==> config.mk <==
export PLATFORM = sky130hd
export DESIGN_NAME = strcmp_step
export DESIGN_NICKNAME = d
export VERILOG_FILES = /design/src/rtl/strcmp_pkg.sv /design/src/rtl/strcmp_flag_unit.sv /design/src/rtl/strcmp_ptr_step.sv /design/src/rtl/strcmp_fault_chk.sv /design/src/rtl/strcmp_step.sv
export SDC_FILE = /design/constraint.sdc
export NUM_CORES = 1
export LEC_CHECK = 0
export BUFFER_PORTS_ARGS = -buffer_cell sky130_fd_sc_hd__buf_2
export CORE_ASPECT_RATIO = 1.2
export CORE_MARGIN = 3
export CORE_UTILIZATION = 40
export DETAILED_ROUTE_END_ITERATION = 12
export MAX_ROUTING_LAYER = met4
export SLEW_MARGIN = 20
export SYNTH_ARGS = -nofsm -noshare
export SYNTH_HDL_FRONTEND = slang
export SYNTH_SLANG_ARGS = --single-unit
==> constraint.sdc <==
create_clock -name clk -period 7 [get_ports clk]
set_input_delay 1.05 -clock clk [delete_from_list [all_inputs] [get_ports clk]]
set_output_delay 1.05 -clock clk [all_outputs]
set_load 0.1 [all_outputs]
==> src/rtl/strcmp_pkg.sv <==
package strcmp_pkg;

    typedef enum logic [1:0] {
        SZ_BYTE  = 2'd0,
        SZ_WORD  = 2'd1,
        SZ_DWORD = 2'd2,
        SZ_DWALT = 2'd3
    } opsize_e;

    typedef enum logic [1:0] {
        FLT_NONE = 2'd0,
        FLT_GP   = 2'd1,
        FLT_SS   = 2'd2,
        FLT_AC   = 2'd3
    } fault_e;

    // bit order matches the flags_o port: {OF,SF,ZF,AF,PF,CF}
    typedef struct packed {
        logic ovf;
        logic sgn;
        logic zro;
        logic aux;
        logic par;
        logic cry;
    } flags_t;

    localparam int NUM_CH = 2;  // channel 0 = source, 1 = destination

    function automatic logic [2:0] step_bytes(opsize_e s);
        case (s)
            SZ_BYTE: return 3'd1;
            SZ_WORD: return 3'd2;
            default: return 3'd4;
        endcase
    endfunction

endpackage

==> src/rtl/strcmp_flag_unit.sv <==
module strcmp_flag_unit
    import strcmp_pkg::*;
#(
    parameter int DATA_W = 32
) (
    input  opsize_e             size,
    input  logic [DATA_W-1:0]   opa,
    input  logic [DATA_W-1:0]   opb,
    output flags_t              flags
);
    localparam int N_W = 3;

    flags_t     per_w [N_W];
    logic [4:0] nib_diff;
    logic [7:0] low_res;

    assign nib_diff = {1'b0, opa[3:0]} - {1'b0, opb[3:0]};
    assign low_res  = opa[7:0] - opb[7:0];

    for (genvar w = 0; w < N_W; w++) begin : g_width
        localparam int W = 8 << w;
        logic [W:0] diff;
        assign diff = {1'b0, opa[W-1:0]} - {1'b0, opb[W-1:0]};
        assign per_w[w] = '{
            ovf: (opa[W-1] ^ opb[W-1]) & (diff[W-1] ^ opa[W-1]),
            sgn: diff[W-1],
            zro: (diff[W-1:0] == '0),
            aux: nib_diff[4],
            par: ~^low_res,
            cry: diff[W]
        };
    end

    always_comb begin
        case (size)
            SZ_BYTE: flags = per_w[0];
            SZ_WORD: flags = per_w[1];
            default: flags = per_w[2];
        endcase
    end

endmodule

==> src/rtl/strcmp_ptr_step.sv <==
module strcmp_ptr_step
    import strcmp_pkg::*;
#(
    parameter int ADDR_W = 32
) (
    input  logic [ADDR_W-1:0] ptr,
    input  opsize_e           size,
    input  logic              dir,
    input  logic              addr32,
    output logic [ADDR_W-1:0] ptr_nx
);
    logic [2:0]        step;
    logic [ADDR_W-1:0] full_nx;
    logic [15:0]       lo_nx;

    assign step    = step_bytes(size);
    assign full_nx = dir ? ptr - ADDR_W'(step) : ptr + ADDR_W'(step);
    assign lo_nx   = dir ? ptr[15:0] - 16'(step) : ptr[15:0] + 16'(step);
    assign ptr_nx  = addr32 ? full_nx : {ptr[ADDR_W-1:16], lo_nx};

endmodule

==> src/rtl/strcmp_fault_chk.sv <==
module strcmp_fault_chk
    import strcmp_pkg::*;
#(
    parameter int ADDR_W = 32
) (
    input  logic [NUM_CH-1:0][ADDR_W-1:0] ptr,
    input  logic [NUM_CH-1:0][ADDR_W-1:0] lim,
    input  logic [NUM_CH-1:0]             null_sel,
    input  logic [NUM_CH-1:0]             stk_seg,
    input  opsize_e                       size,
    input  logic                          addr32,
    input  logic                          ac_en,
    input  logic [1:0]                    cpl,
    output fault_e                        fault
);
    logic [2:0]        step;
    logic [NUM_CH-1:0] over;
    logic [NUM_CH-1:0] misal;

    assign step = step_bytes(size);

    for (genvar c = 0; c < NUM_CH; c++) begin : g_ch
        logic [ADDR_W-1:0] ea;
        logic [ADDR_W:0]   last;
        assign ea       = addr32 ? ptr[c] : {{(ADDR_W-16){1'b0}}, ptr[c][15:0]};
        assign last     = {1'b0, ea} + (ADDR_W+1)'(step - 3'd1);
        assign over[c]  = last > {1'b0, lim[c]};
        assign misal[c] = (ea[1:0] & (step[1:0] - 2'd1)) != 2'd0;
    end

    always_comb begin
        if (|null_sel)
            fault = FLT_GP;
        else if (over[0])
            fault = stk_seg[0] ? FLT_SS : FLT_GP;
        else if (over[1])
            fault = stk_seg[1] ? FLT_SS : FLT_GP;
        else if (ac_en && cpl == 2'd3 && (|misal))
            fault = FLT_AC;
        else
            fault = FLT_NONE;
    end

endmodule

==> src/rtl/strcmp_step.sv <==
module strcmp_step
    import strcmp_pkg::*;
#(
    parameter int DATA_W = 32,
    parameter int ADDR_W = 32
) (
    input  logic              clk,
    input  logic              rst,
    input  logic              start_i,
    input  logic [1:0]        size_i,
    input  logic              dir_i,
    input  logic              addr32_i,
    input  logic [DATA_W-1:0] opa_i,
    input  logic [DATA_W-1:0] opb_i,
    input  logic [ADDR_W-1:0] src_ptr_i,
    input  logic [ADDR_W-1:0] dst_ptr_i,
    input  logic [ADDR_W-1:0] src_lim_i,
    input  logic [ADDR_W-1:0] dst_lim_i,
    input  logic              src_null_i,
    input  logic              dst_null_i,
    input  logic              src_stk_i,
    input  logic              ac_en_i,
    input  logic [1:0]        cpl_i,
    output logic              done_o,
    output logic              fault_o,
    output logic [1:0]        fault_code_o,
    output logic [5:0]        flags_o,
    output logic [ADDR_W-1:0] src_ptr_o,
    output logic [ADDR_W-1:0] dst_ptr_o
);
    opsize_e                       size;
    flags_t                        nx_flags;
    fault_e                        nx_fault;
    logic [NUM_CH-1:0][ADDR_W-1:0] ptr_in;
    logic [NUM_CH-1:0][ADDR_W-1:0] lim_in;
    logic [NUM_CH-1:0][ADDR_W-1:0] ptr_nx;
    flags_t                        flags_q;

    assign size   = opsize_e'(size_i);
    assign ptr_in = {dst_ptr_i, src_ptr_i};
    assign lim_in = {dst_lim_i, src_lim_i};

    strcmp_flag_unit #(.DATA_W(DATA_W)) u_flags (
        .size  (size),
        .opa   (opa_i),
        .opb   (opb_i),
        .flags (nx_flags)
    );

    for (genvar c = 0; c < NUM_CH; c++) begin : g_step
        strcmp_ptr_step #(.ADDR_W(ADDR_W)) u_step (
            .ptr    (ptr_in[c]),
            .size   (size),
            .dir    (dir_i),
            .addr32 (addr32_i),
            .ptr_nx (ptr_nx[c])
        );
    end

    strcmp_fault_chk #(.ADDR_W(ADDR_W)) u_fault (
        .ptr      (ptr_in),
        .lim      (lim_in),
        .null_sel ({dst_null_i, src_null_i}),
        .stk_seg  ({1'b0, src_stk_i}),
        .size     (size),
        .addr32   (addr32_i),
        .ac_en    (ac_en_i),
        .cpl      (cpl_i),
        .fault    (nx_fault)
    );

    always_ff @(posedge clk) begin
        if (rst) begin
            done_o       <= 1'b0;
            fault_o      <= 1'b0;
            fault_code_o <= FLT_NONE;
            flags_q      <= '0;
            src_ptr_o    <= '0;
            dst_ptr_o    <= '0;
        end else begin
            done_o       <= start_i;
            fault_o      <= start_i && (nx_fault != FLT_NONE);
            fault_code_o <= start_i ? nx_fault : FLT_NONE;
            if (start_i) begin
                if (nx_fault == FLT_NONE) begin
                    flags_q   <= nx_flags;
                    src_ptr_o <= ptr_nx[0];
                    dst_ptr_o <= ptr_nx[1];
                end else begin
                    src_ptr_o <= src_ptr_i;
                    dst_ptr_o <= dst_ptr_i;
                end
            end
        end
    end

    assign flags_o = flags_q;

endmodule

==> results.yml, run 1 <==
worst_setup_path:
  critical_path_data_arrival_time_ps: 6710
  endpoint_kind: "register"
  setup_crit_path_kind: "input pin to register"
  timing.rr.end: "dst_ptr_o[31]$_SDFFE_PP0P_"
  critical_path.max_fanout: 9
  timing.critical_path.mode_cell: "nand2_1"
  path_cells: "buf_2 > or2_2 > ha_1 > a21o_1 > nand2_1 > o21ai_1 > a31oi_1 > o21ai_1 > a31oi_1 > o2111ai_1 > nand2_1 > or3_1 > a21boi_0 > ha_1 > nand2_1 > nor3_1 > nand4_1 > o21ai_0 > a21oi_1 > or4_4 > or2_1 > buf_4 > or3_1 > a41oi_1"
  ff2ff_path_depth: 2
  critical-path-slowest-cell: "o2111ai_1"
  critical_path.max_stage_delay_ps: 580
  crit_family: "simple AND/OR/NAND/NOR gates"
  critical_path.reg2reg.startpoint: "dst_ptr_o[31]$_SDFFE_PP0P_"
  timing.critical_path.buf_inv: 2
  regToRegSetupSlack_ps: 6090
  worst_setup_path_startpoint: "size_i[1]"
  required_ps: 7260
  startpoint_type: "input pin"
grt:
  first_global_vias: 12400
  grt_start_max_net_pins: 81
  overflow: 0
  gr-usage-all-layers_pct: 23.2
  grt_pass1_wl_mm: 62.4
  number_of_antenna_violations_at_the_first_check_in_global_routing: 4
synthesis:
  synth-edff-count: 0
  ys_ff_latch: 74
  netlist.top_cell.by_area: "ha_1"
  synth_area_leaders: "ha_1 19%, dfxtp_1 12%, xnor2_1 5.1%"
  ys_dominant_reg_cell: "dfxtp_1"
  post_synth_inst_count: 1675
  synth_seq_area_share_pct: 11.9
  syn-cell-area_mm2: 0.0124
  synth.avg_cell_area_um2: 7.43
  yosysUniqueCellTypes: 95
  synth.yosys.warnings: 0
  postSynth.asyncResetShare_pct: 0
  synth_top_area_share_pct: 19.4
floorplan:
  total_die_area_mm2: 0.0333
  num_rows: 70
  die_height_um: 199
  die_width_um: 167
  starting_density_of_the_core_pct: 40.7
  top_level_ports: 279
  floorplan.core_area_mm2: 0.0306
drt:
  drt_first_iter_violations: 601
  detailroute.via_count: 12900
  post_route_drc_violation_count: 0
  drt_first_pass_iters: 5
  avgViaCountPerCell: 5.51
  wire_per_inst_um: 16.5
  drt.antenna.violating_nets: 0
  postRouteWirelength_mm: 38.8
place:
  count_of_port_buffers_added_during_placement: 278
  dp_hpwl_mm: 32.0
  pre_cts_ws_ps: 244
  postPlaceCellArea_mm2: 0.0143
  finalWeightedCongestion: 0.941
power:
  design_power_total_mw: 2.32
  leakage_nw: 7.16
  power_density_cells_mw_per_mm2: 159
  max-vdd-ir-drop_mv: 0.156
timing:
  final_hold_viol_count: 0
  relSlewSlack_pct: 32.2
  timing_worst_slew_pin_value_ps: 1010
  maxSlewViolCount: 0
  fin_crit_sh_pct: 92.2
  max_freq_mhz: 155
  setup_viol: 0
  clock-skew-final_ps: 0
  rsz_0062_raised_after_global_routing: "false"
  fin_ws_ps: 548
  finalWorstPathRequiredPeriod_ps: 6450
  totalNegativeSetupSlack_ps: 0
clock_network:
  clock_tree_from_tritoncts: "yes"
  clock_latency_ps: 340
  clock-root-buffer: "clkbuf_16"
  cts_buffer_depth: 2
  clock_slew_seen_by_the_registers_of_the_worst_setup_and_hold_paths_ps: 60
  post_cts_resize_count: 0
  cts_hold_repair.buffers: 0
  tritoncts_num_sinks: 74
  cts.htree.levels: 3
  post_cts.repair.setup_buffers: 0
  numCtsBuffers: 9
finish:
  layout.cells.most_common: "buf_2"
  drive_gt1_share_pct: 17.9
  post-route-cell-area_mm2: 0.0146
  areaGrowthSynthToFinish_pct: 17.6
  post-route-util_pct: 47.8
  num-nets-final: 2348
  final_cell_mix: "277 x buf_2, 193 x ha_1, 150 x inv_1, 150 x nand2_1, 132 x nor2_1"
min_path:
  worst_hold_path.endpoint: "flags_o[2]$_SDFFE_PP0P_"
  min-delay-path-class: "register to register"
  worst_hold_startpoint: "flags_o[2]$_SDFFE_PP0P_"
  min_path_cells: 2
run:
  max_cap_viol_count: 0
run_status:
  outcome: "complete, no violations"
-- synth_stat cells, drive strengths merged, types with 16 or more instances --
library cell and number:
a211oi 51, a21oi 124, nor3 23, o21a 19
a31oi 26, a311oi 16, nand3 52, xor2 48
buf 17, dfxtp 74, nor2b 24, nand2 150
inv 150, xnor2 72, mux2i 43, nor2 133
nand4 42, a21o 56, clkbuf 41, ha 193
and2 22, o21ai 75, nand2b 19
-- power breakdown --
group / leakage, nW / internal, mW / switching [mW]
Sequential: 0.613 / 0.454 / 0.0216
Combinational: 6.38 / 0.464 / 0.832
Clock: 0.162 / 0.345 / 0.200
Total: 7.16 / 1.26 / 1.05
-- flip-flops by register name (all words and copies together) (netlist names) --
name / count
fault_code_o: 2
dst_ptr_o: 32
fault_o: 1
src_ptr_o: 32
done_o: 1
flags_o: 6
-- final cells by class --
cell class / count / area, um2
inverter: 150 / 563
timing repair buffer: 292 / 1510
clock buffer: 9 / 225
multi-input combinational: 1418 / 10200
tap: 396 / 495
sequential: 74 / 1480
fill: 3146 / 15900
antenna: 4 / 10.0
clock inverter: 5 / 104
-- logic make-up (layout without fill, tap and decap cells) --
family / count (synthesis) / in the layout / synth area share (%)
and+or+nand+nor: 541 / 541 / 21.5
AOI/OAI and AO/OA: 481 / 481 / 26.9
buffers and inverters: 208 / 456 / 6.66
adders and majority gates: 198 / 198 / 20.2
xor gates and xnor gates: 120 / 120 / 8.45
DFF: 74 / 74 / 11.9
muxes: 52 / 52 / 4.28
other: 1 / 30 / 0.0301
-- worst max-delay path by stage --
| stage | slack, ps | depth (start not counted) | end |
|---|---|---|---|
| 2_1_floorplan | 1170 | 24 | dst_ptr_o[7]$_SDFFE_PP0P_ |
| 3_3_place_gp | 360 | 24 | flags_o[1]$_SDFFE_PP0P_ |
| 3_5_place_dp | 240 | 24 | flags_o[1]$_SDFFE_PP0P_ |
| 4_1_cts | 600 | 24 | flags_o[1]$_SDFFE_PP0P_ |
| 5_1_grt | 120 | 24 | flags_o[1]$_SDFFE_PP0P_ |
| 6_report | 550 | 24 | src_ptr_o[24]$_SDFFE_PP0P_ |
-- per-layer routing --
metal | GRT usage, % | vias to the layer above | wire (um)
li1 | - | 6634 | -
met1 | 27.6 | 5957 | 16800
met2 | 41.6 | 315 | 19500
met4 | 3.91 | 0 | 512
met3 | 4.39 | 31 | 2060
met5 | - | - | 0
-- tightest hold or removal path, stage by stage, from the launching register on --
cell and delay (ps):
dfxtp_1 310, nand2_1 50, a21oi_1 50
-- per-stage QoR --
step,instances,hold WS (ps)
4_1_cts,2344,458
2_1_floorplan,1700,884
3_3_place_gp,2330,453
3_5_place_dp,2330,448
5_1_grt,2348,473
6_report,2348,454
No activity file was read; power rests on OpenSTA's default activity.
==> run 2, diff against run 1 <==
--- a/config.mk
+++ b/config.mk
@@ -8,9 +8,10 @@
 export BUFFER_PORTS_ARGS = -buffer_cell sky130_fd_sc_hd__buf_2
 export CORE_ASPECT_RATIO = 1.2
 export CORE_MARGIN = 3
-export CORE_UTILIZATION = 40
+export CORE_UTILIZATION = 45
 export DETAILED_ROUTE_END_ITERATION = 12
 export MAX_ROUTING_LAYER = met4
+export PLACE_DENSITY = 0.68
 export SLEW_MARGIN = 20
 export SYNTH_ARGS = -nofsm -noshare
 export SYNTH_HDL_FRONTEND = slang
==> run 2 against run 1 <==
Register-to-register slack worse by 30 ps. Combinational power about the same. Worst hold slack improved by 4.6 ps. Design area shrank 0.90%. Global-route usage up 2.3 points. Wire length decreased by 1.3%. Count of clock-buffer cells in the layout is 1 higher. Fmax is 1.3% higher. Cell count shrank 2.5%. Core utilization increased by 5.5 points. Sequential cell count is the same. Total power shrank 3.9%.
==> results.yml, run 2 (same netlist as run 1, synthesis figures left out) <==
worst_setup_path:
  endpoint_kind: "register"
  critical-path-slowest-cell: "or4_4"
  worst_setup_path_startpoint: "size_i[1]"
  crit_family: "compound AO/OA/AOI/OAI gates"
  timing.rr.end: "dst_ptr_o[31]$_SDFFE_PP0P_"
  setup.worst_path.end: "src_ptr_o[25]$_SDFFE_PP0P_"
  required_ps: 7250
  timing.critical_path.buf_inv: 2
  critical_path_depth: 25
  setup_crit_path_kind: "input pin to register"
  critical_path.max_fanout: 13
  ff2ff_path_depth: 2
  critical_path_data_arrival_time_ps: 6620
  regToRegSetupSlack_ps: 6060
  startpoint_type: "input pin"
  critical_path.max_stage_delay_ps: 560
  critical_path.reg2reg.startpoint: "dst_ptr_o[31]$_SDFFE_PP0P_"
place:
  dp_hpwl_mm: 31.5
  finalWeightedCongestion: 0.952
  count_of_port_buffers_added_during_placement: 278
  numPlacedInstances: 2270
drt:
  avgViaCountPerCell: 5.69
  postRouteWirelength_mm: 38.3
  detailroute.via_count: 13000
  drt_first_pass_iters: 5
  post_route_drc_violation_count: 0
  wire_per_inst_um: 16.7
  drt_first_iter_violations: 663
  drt.antenna.violating_nets: 0
power:
  design_power_total_mw: 2.23
  leakage_nw: 7.12
  max-vdd-ir-drop_mv: 0.108
  power_density_cells_mw_per_mm2: 154
min_path:
  worst_hold_startpoint: "flags_o[2]$_SDFFE_PP0P_"
  min-delay-path-class: "register to register"
clock_network:
  post_cts_resize_count: 0
  clock_tree_from_tritoncts: "yes"
  clock-root-buffer: "clkbuf_16"
  cts_hold_repair.buffers: 0
  cts_buffer_depth: 2
  tritoncts_num_sinks: 74
  clock_slew_seen_by_the_registers_of_the_worst_setup_and_hold_paths_ps: 60
  clock_latency_ps: 340
  numCtsBuffers: 9
  cts.htree.levels: 3
  post_cts.repair.setup_buffers: 0
grt:
  gr-usage-all-layers_pct: 25.5
  first_global_vias: 12600
  overflow: 0
  grt_pass1_wl_mm: 60.9
  number_of_antenna_violations_at_the_first_check_in_global_routing: 1
  grt_start_max_net_pins: 91
timing:
  max_freq_mhz: 157
  fin_crit_sh_pct: 91.0
  setup_viol: 0
  maxSlewViolCount: 0
  timing_worst_slew_pin_value_ps: 918
  totalNegativeSetupSlack_ps: 0
  clock-skew-final_ps: 0
  rsz_0062_raised_after_global_routing: "false"
  finalWorstPathRequiredPeriod_ps: 6370
  relSlewSlack_pct: 38.8
  final_hold_viol_count: 0
finish:
  final_cell_mix: "277 x buf_2, 193 x ha_1, 150 x inv_1, 150 x nand2_1, 132 x nor2_1"
  layout.cells.most_common: "buf_2"
  num-nets-final: 2344
  drive_gt1_share_pct: 17.8
  areaGrowthSynthToFinish_pct: 16.5
  post-route-util_pct: 53.3
  layout.cells.non_filler: 2289
floorplan:
  top_level_ports: 279
  floorplan.core_area_mm2: 0.0272
  die_width_um: 158
  num_rows: 66
  starting_density_of_the_core_pct: 45.8
  die_height_um: 188
  total_die_area_mm2: 0.0297
run:
  max_cap_viol_count: 0
run_status:
  outcome: "complete, no violations"
## run 2: metal layers
layer | wire, um | up-vias | track usage (%)
li1 | - | 6633 | -
met1 | 15900 | 5934 | 29.4
met5 | 0 | - | -
met3 | 2440 | 67 | 4.80
met2 | 18900 | 386 | 44.9
met4 | 1170 | 0 | 7.08
## run 2: how the worst min path moves through the flow
| stage | depth (start not counted) | endpoint | slack [ps] |
|---|---|---|---|
| final | 2 | flags_o[2]$_SDFFE_PP0P_ | 460 |
| after global routing | 2 | flags_o[2]$_SDFFE_PP0P_ | 490 |
| after CTS | 2 | flags_o[2]$_SDFFE_PP0P_ | 460 |
| after detailed placement | 2 | flags_o[2]$_SDFFE_PP0P_ | 450 |
| after global placement | 2 | src_ptr_o[1]$_SDFFE_PP0P_ | 450 |
| after floorplan | 2 | flags_o[2]$_SDFFE_PP0P_ | 880 |
## run 2: cell type report
cell class / count / area (um2)
sequential: 74 / 1480
multi-input combinational: 1418 / 10200
timing repair buffer: 288 / 1490
tap: 340 / 425
clock inverter: 6 / 42.5
antenna: 3 / 7.51
clock buffer: 10 / 239
fill: 2715 / 12700
inverter: 150 / 563
## run 2: per-stage QoR
| step | area [um2] | worst slack (ps) | hold WS [ps] |
|---|---|---|---|
| after floorplan | 12500 | 1170 | 884 |
| after global placement | 14200 | 348 | 451 |
| after detailed placement | 14200 | 137 | 450 |
| after CTS | 14500 | 484 | 460 |
| after global routing | 14500 | 16.2 | 494 |
| final | 14500 | 631 | 458 |
## run 2: where the power goes
group	total (mW)	internal, mW	switching, mW	leakage, nW
registers	0.476	0.454	0.0214	0.613
clock network	0.453	0.250	0.203	0.134
logic	1.30	0.464	0.836	6.37
## run 2: worst register-to-register path, delay by kind of cell (launching register included)
family	cells	cell delay, ps
flops	1	380
compound gates	1	360
mux	1	90
==> run 3, diff against run 2 <==
--- a/config.mk
+++ b/config.mk
@@ -5,13 +5,15 @@
 export SDC_FILE = /design/constraint.sdc
 export NUM_CORES = 1
 export LEC_CHECK = 0
+export ABC_AREA = 1
 export BUFFER_PORTS_ARGS = -buffer_cell sky130_fd_sc_hd__buf_2
 export CORE_ASPECT_RATIO = 1.2
 export CORE_MARGIN = 3
-export CORE_UTILIZATION = 45
+export CORE_UTILIZATION = 50
 export DETAILED_ROUTE_END_ITERATION = 12
 export MAX_ROUTING_LAYER = met4
-export PLACE_DENSITY = 0.68
+export PLACE_DENSITY = 0.73
+export REMOVE_ABC_BUFFERS = 1
 export SLEW_MARGIN = 20
 export SYNTH_ARGS = -nofsm -noshare
 export SYNTH_HDL_FRONTEND = slang
==> run 3 against run 2 <==
Count of clock-buffer cells in the layout is 3 higher. Core utilization is 5.4 points higher. Cell count is 37% higher. Worst setup slack better by 30 ps. Worst hold slack better by 28 ps. Critical endpoint is now flags_o[4]$_SDFFE_PP0P_. Combinational power is 9% higher. Clock skew stayed put. Critical path type unchanged. Clock power is 18% higher. Design area is 14% higher.
==> results.yml, run 3 <==
finish:
  layout.cells.non_filler: 3128
  areaGrowthSynthToFinish_pct: 14.4
  final_cell_mix: "672 x nand2_1, 400 x inv_1, 277 x buf_2"
  post-route-cell-area_mm2: 0.0165
  drive_gt1_share_pct: 14.4
  post-route-util_pct: 58.7
  num-nets-final: 3146
  layout.cells.most_common: "nand2_1"
  num-fill-cells: 2951
grt:
  overflow: 0
  grt_pass1_wl_mm: 81.6
  gr-usage-all-layers_pct: 33.5
  first_global_vias: 16500
  grt_start_max_net_pins: 65
  number_of_antenna_violations_at_the_first_check_in_global_routing: 1
timing:
  relSlewSlack_pct: 34.5
  rsz_0062_raised_after_global_routing: "false"
  clock-skew-final_ps: 0
  whs_ps: 487
  maxSlewViolCount: 0
  totalNegativeSetupSlack_ps: 0
  fin_crit_sh_pct: 90.6
  max_freq_mhz: 158
  timing_worst_slew_pin_value_ps: 983
  setup_viol: 0
  final_hold_viol_count: 0
  finalWorstPathRequiredPeriod_ps: 6340
  fin_ws_ps: 661
drt:
  wire_per_inst_um: 16.4
  avgViaCountPerCell: 5.39
  drt.antenna.violating_nets: 0
  drt_first_pass_iters: 6
  detailroute.via_count: 16900
  post_route_drc_violation_count: 0
  postRouteWirelength_mm: 51.4
  drt_first_iter_violations: 1074
min_path:
  min-delay-path-class: "register to register"
  min_path_cells: 2
  worst_hold_path.endpoint: "dst_ptr_o[30]$_SDFFE_PP0P_"
  worst_hold_startpoint: "dst_ptr_o[30]$_SDFFE_PP0P_"
place:
  dp_hpwl_mm: 43.1
  numPlacedInstances: 3111
  count_of_port_buffers_added_during_placement: 278
  finalWeightedCongestion: 1.01
  postPlaceCellArea_mm2: 0.0162
  pre_cts_ws_ps: 509
synthesis:
  ys_dominant_reg_cell: "dfxtp_1"
  synth.yosys.warnings: 0
  synth-edff-count: 0
  synth_seq_area_share_pct: 10.2
  postSynth.asyncResetShare_pct: 0
  synth_area_leaders: "nand2_1 17%, ha_1 17%, inv_1 10%"
  yosysUniqueCellTypes: 50
  synth_top_area_share_pct: 17.5
  synth.avg_cell_area_um2: 5.86
  post_synth_inst_count: 2467
  syn-cell-area_mm2: 0.0145
  netlist.top_cell.by_area: "nand2_1"
  synthTopCellsByCount: "672 x nand2_1, 401 x inv_1, 239 x nand3_1, 193 x ha_1"
  yosysMostFrequentCell: "nand2_1"
  ys_ff_latch: 74
worst_setup_path:
  critical_path.max_stage_delay_ps: 460
  ff2ff_path_depth: 4
  endpoint_kind: "register"
  critical_path.max_fanout: 35
  startpoint_type: "input pin"
  timing.rr.end: "dst_ptr_o[27]$_SDFFE_PP0P_"
  required_ps: 7240
  regToRegSetupSlack_ps: 6210
  timing.critical_path.mode_cell: "nand2_1"
  critical-path-slowest-cell: "a21boi_0"
  critical_path_data_arrival_time_ps: 6580
  setup_crit_path_kind: "input pin to register"
  critical_path.reg2reg.startpoint: "dst_ptr_o[27]$_SDFFE_PP0P_"
clock_network:
  tritoncts_num_sinks: 74
  post_cts_resize_count: 0
  clock-root-buffer: "clkbuf_16"
  post_cts.repair.setup_buffers: 0
  clock_latency_ps: 370
  cts_buffer_depth: 2
  cts.htree.levels: 3
  clock_slew_seen_by_the_registers_of_the_worst_setup_and_hold_paths_ps: 60
  cts_hold_repair.buffers: 0
  numCtsBuffers: 9
  clock_tree_from_tritoncts: "yes"
run:
  max_cap_viol_count: 0
floorplan:
  top_level_ports: 279
  total_die_area_mm2: 0.0310
  num_rows: 67
  floorplan.core_area_mm2: 0.0282
  starting_density_of_the_core_pct: 51.3
  die_height_um: 192
  die_width_um: 161
power:
  max-vdd-ir-drop_mv: 0.123
  design_power_total_mw: 2.42
  power_density_cells_mw_per_mm2: 147
  leakage_nw: 9.43
run_status:
  outcome: "complete, no violations"
## run 3: worst max path at each step
stage	from	endpoint	cells past startpoint
finish	size_i[1]	flags_o[4]$_SDFFE_PP0P_	33
global placement	size_i[1]	flags_o[4]$_SDFFE_PP0P_	33
global route	size_i[1]	flags_o[4]$_SDFFE_PP0P_	34
floorplan	size_i[0]	dst_ptr_o[26]$_SDFFE_PP0P_	40
detailed placement	size_i[1]	flags_o[4]$_SDFFE_PP0P_	33
CTS	size_i[1]	flags_o[4]$_SDFFE_PP0P_	33
## run 3: per-layer routing
layer  track usage [%]  wire [um]
met4              15.7       2590
met5                 -          0
met3              3.71       2640
met1              37.7      21000
met2              59.7      25100
## run 3: worst max-delay path, delay by kind of cell
kind            cells  cell delay (ps)
fa+ha+maj           2              550
compound gates      5             1240
buf+inv             4              790
simple gates       21             2760
xor+xnor            1              190
## run 3: final cells by class
class | instances | area [um2] | area share, %
Antenna cell | 1 | 2.50 | 0.0151
Timing Repair Buffer | 292 | 1510 | 9.14
Tap cell | 379 | 474 | 2.87
Sequential cell | 74 | 1480 | 8.96
Clock buffer | 13 | 280 | 1.69
Inverter | 404 | 1520 | 9.18
Clock inverter | 3 | 45.0 | 0.272
Multi-Input combinational cell | 1962 | 11200 | 67.9
## run 3: logic make-up (layout without fill, tap and decap cells)
family / after synthesis / after routing / synth area share, %
AO/OA/AOI/OAI: 362 / 362 / 13.8
XOR/XNOR: 107 / 107 / 6.48
adder cells (fa/ha/maj): 198 / 198 / 17.4
buffers and inverters: 456 / 712 / 12.7
flip-flops: 74 / 74 / 10.2
other: 1 / 27 / 0.0259
AND/OR/NAND/NOR: 1269 / 1269 / 39.4
## run 3: report_power, final
part	total, mW	internal (mW)	leakage (nW)	switching, mW
registers	0.471	0.451	0.609	0.0198
clock network	0.533	0.316	0.154	0.217
logic	1.42	0.441	8.67	0.980
